<file path="src/rtl/irq_vector_unit.sv">
module irq_vector_unit #(
  parameter int PAGE_W = 4,
  parameter int ADDR_W = 7,
  parameter int VEC_PAGE = 1,
  parameter int VA_EXT0 = 0,
  parameter int VA_TMR1 = 4,
  parameter int VA_TMR2 = 6,
  parameter int VA_TMR3 = 8
) (
  input  logic              clk,
  input  logic              rst_n,
  input  logic [3:0]        src_evt,
  input  logic              ei_stb,
  input  logic              di_stb,
  input  logic              take_stb,
  input  logic              skip_stb,
  input  logic [1:0]        skip_sel,
  input  logic              cr1_we,
  input  logic              cr2_we,
  input  logic [3:0]        cr_wdata,
  output logic              irq_req,
  output logic              vec_valid,
  output logic [PAGE_W-1:0] vec_page,
  output logic [ADDR_W-1:0] vec_addr,
  output logic              skip_hit
);
  logic [3:0] flg;
  logic [3:0] en;
  logic       gie;
  logic [1:0] win;
  logic [3:0] live;
  logic [3:0] clr;
  logic       take_ok, skip_ok;
  logic [ADDR_W-1:0] win_addr;

  assign live    = flg & en & {4{gie}};
  assign irq_req = |live;
  assign take_ok = take_stb & irq_req;
  assign skip_ok = skip_stb & ~en[skip_sel];
  assign skip_hit = skip_ok & flg[skip_sel];

  always_comb begin
    win = 2'd3;
    for (int i = 3; i >= 0; i--)
      if (live[i]) win = 2'(i);
  end

  always_comb begin
    case (win)
      2'd0:    win_addr = ADDR_W'(VA_EXT0);
      2'd1:    win_addr = ADDR_W'(VA_TMR1);
      2'd2:    win_addr = ADDR_W'(VA_TMR2);
      default: win_addr = ADDR_W'(VA_TMR3);
    endcase
  end

  always_comb begin
    clr = '0;
    if (take_ok) clr[win] = 1'b1;
    if (skip_ok) clr[skip_sel] = 1'b1;
  end

  always_ff @(posedge clk) begin
    if (!rst_n) begin
      flg       <= '0;
      en        <= '0;
      gie       <= 1'b0;
      vec_valid <= 1'b0;
      vec_page  <= '0;
      vec_addr  <= '0;
    end else begin
      flg <= (flg & ~clr) | src_evt;
      if (cr1_we) begin
        en[0] <= cr_wdata[0];
        en[1] <= cr_wdata[2];
        en[2] <= cr_wdata[3];
      end
      if (cr2_we) en[3] <= cr_wdata[0];
      if (take_ok || di_stb) gie <= 1'b0;
      else if (ei_stb)       gie <= 1'b1;
      vec_valid <= take_ok;
      vec_page  <= take_ok ? PAGE_W'(VEC_PAGE) : '0;
      vec_addr  <= take_ok ? win_addr : '0;
    end
  end
endmodule


</file>
<file path="config.mk">
export PLATFORM = sky130hd
export DESIGN_NAME = irq_vector_unit
export DESIGN_NICKNAME = d
export VERILOG_FILES = /design/src/rtl/irq_vector_unit.sv
export SDC_FILE = /design/constraint.sdc
export NUM_CORES = 1
export LEC_CHECK = 0
export BUFFER_PORTS_ARGS = -buffer_cell sky130_fd_sc_hd__buf_2
export CELL_PAD_IN_SITES_DETAIL_PLACEMENT = 0
export CELL_PAD_IN_SITES_GLOBAL_PLACEMENT = 2
export CORE_ASPECT_RATIO = 1.5
export CORE_MARGIN = 2
export CORE_UTILIZATION = 23
export DETAILED_ROUTE_END_ITERATION = 8
export PLACE_DENSITY_LB_ADDON = 0.1
export SKIP_CTS_REPAIR_TIMING = 1
export SYNTH_ARGS = -nofsm -noshare
export SYNTH_HDL_FRONTEND = slang
export SYNTH_SLANG_ARGS = --single-unit
</file>
<file path="constraint.sdc">
create_clock -name clk -period 1.48 [get_ports clk]
set_input_delay 0.074 -clock clk [delete_from_list [all_inputs] [get_ports clk]]
set_output_delay 0.074 -clock clk [all_outputs]
set_load 0.01 [all_outputs]
</file>
==> impl_metrics.env <==
export IMPL_status="finished, violations left"
export IMPL_violations="hold timing"
export IMPL_gp_congestion=0.704
export IMPL_drive_above_1_share=0.307
export IMPL_fin_ws_ns=0.153
export IMPL_startpoint_type="flip-flop"
export IMPL_clkTransAtPathRegs_ns=0.05
export IMPL_grt_pass1_vias=556
export IMPL_die_y_microns=71.8
export IMPL_grt_setup_unrepaired="false"
export IMPL_postSynthCellCount=76
export IMPL_synth_xor_area_share=0
export IMPL_async_reset_ff_frac=0
export IMPL_preCtsSetupSlack_ns=0.0591
export IMPL_clockBufferDepth=2
export IMPL_root_buffer="clkbuf_8"
export IMPL_path_class="reg -> out"
export IMPL_cap_violations=0
export IMPL_yosysSeqAreaShare=0.369
export IMPL_synthMuxAreaShare=0.0568
export IMPL_synth_simple_gate_area_frac=0.238
export IMPL_synth_adder_area_share=0.0710
export IMPL_p_leak_nw=0.413
export IMPL_initial_core_util=0.242
export IMPL_grt_ovfl_total=0
export IMPL_synth_seq_cells=13
export IMPL_finalCriticalPeriod_ns=1.33
export IMPL_io_pins=32
export IMPL_die_w_microns=49.2
export IMPL_arrival_ns=1.25
export IMPL_setup_violations=0
export IMPL_synth_cell_types=30
export IMPL_ant_nets=0
export IMPL_worstPathRequired_ns=1.41
export IMPL_cts_buffers_inserted=3
export IMPL_row_count=24
export IMPL_layout_common_cells="buf_2 (23), dfxtp_1 (11), conb_1 (7)"
export IMPL_via_per_inst=4.04
export IMPL_ir_worst_vdd_mv=0.487
export IMPL_synth_edf_count=0
export IMPL_h_tree_depth=1
export IMPL_finalSetupTns_ns=0
export IMPL_grt_pass1_wl_mm=2.55
export IMPL_hold_class="in -> reg"
export IMPL_drt_pass1_iterations=4
export IMPL_antenna_found_initial=0
export IMPL_fin_nets=124
export IMPL_grt_start_max_net_pins=10
export IMPL_fmax_mhz=754
export IMPL_power_density_nw_per_um2=894
export IMPL_drv_slew=0
export IMPL_diodes=0
export IMPL_cp_end_kind="primary output"
export IMPL_synth_compound_area_frac=0.147
export IMPL_mostFrequentLayoutCell="buf_2"
export IMPL_cp_max_fo=3
export IMPL_route_detailed_drc=0
export IMPL_fin_crit_sh=0.896
export IMPL_wl_per_cell_microns=11.5
export IMPL_fp_dieArea_sq_um=3530
export IMPL_routed_wl_mm=1.61
export IMPL_post_dp_hpwl_mm=1.36
export IMPL_core_area_sq_um=2910
export IMPL_port_buffers=23
export IMPL_grt_usage=0.100
export IMPL_hold_viol=1
export IMPL_clk_latency_ns=0.24
export IMPL_tritoncts="yes"
export IMPL_avgSynthCellArea_sq_um=9.27
export IMPL_power_uw=789
export IMPL_syn2layout_area_growth_pct=25.2
export IMPL_finish_utilization=0.303
export IMPL_netlist_area_sq_um=704
export IMPL_synth_top_family_by_area="simple AND/OR/NAND/NOR gates"
export IMPL_drt_iter0_markers=11
export IMPL_clock_sinks=13
export IMPL_yosysWarnings=0
export IMPL_yosys_most_used_dff="dfxtp_1"
export IMPL_clock_skew_ns=0.00435
export IMPL_vias=565
export IMPL_whs_ns=-0.00248
-- registers in the layout, indices dropped and copies added, names as in the netlist --
signal	cells
vec_addr	3
vec_valid	1
gie	1
flg	4
en	4
-- cell families after synthesis --
group	Yosys count
other	1
AOI/OAI and AO/OA	13
and+or+nand+nor	28
DFF	13
adders and majority gates	4
buffers and inverters	13
muxes	4
-- worst paths after layout --
check | from | endpoint | slack, ns | cells after the start
worst max register to register | en[1] | vec_addr[2] | 0.16 | 5
worst min-delay path | di_stb | gie | -0.002 | 2
worst max-delay path | flg[1] | skip_hit | 0.15 | 4
worst min register to register | flg[2] | flg[2] | 0.55 | 2
-- stage by stage --
step	instance area [sq um]	instances
finish	882	140
global route	882	140
CTS	876	140
detailed placement	831	136
global placement	831	136
floorplan	727	82
-- report_power, final --
group,switching (mW),internal [mW]
Combinational,0.0518,0.0465
Clock,0.116,0.189
Sequential,0.0177,0.368
-- per-layer routing --
metal | track usage | vias to the layer above | wire length [microns]
li1 | - | 307 | -
met2 | 0.183 | 13 | 914
met3 | 0.0208 | 2 | 66
met1 | 0.0969 | 243 | 611
met5 | 0 | - | 0
met4 | 0.0762 | 0 | 21
-- synth_stat cells, types with 2 or more instances --
| cell type | instances | area share |
|---|---|---|
| nand2_1 | 5 | 0.027 |
| buf_4 | 8 | 0.085 |
| a311oi_1 | 2 | 0.025 |
| nor2_1 | 6 | 0.032 |
| ha_1 | 4 | 0.071 |
| dfxtp_1 | 13 | 0.37 |
| a31oi_1 | 2 | 0.018 |
| nor3b_1 | 2 | 0.021 |
| a21oi_1 | 2 | 0.014 |
| and2_1 | 3 | 0.027 |
| inv_1 | 5 | 0.027 |
| and3_1 | 3 | 0.027 |
| mux2i_1 | 4 | 0.057 |
-- critical path, stage by stage, from the launching register on --
cell and delay [ns]:
dfxtp_1 0.36, inv_1 0.08, o311ai_1 0.26, o311a_1 0.20
buf_2 0.12
-- cell type report --
type | instances | area [sq um]
inverter | 5 | 18.8
timing repair buffer | 23 | 115
multi-input combinational | 56 | 392
fill | 339 | 2030
tap | 39 | 48.8
sequential | 13 | 263
clock buffer | 4 | 45.0
No activity file was read; power rests on OpenSTA's default activity.
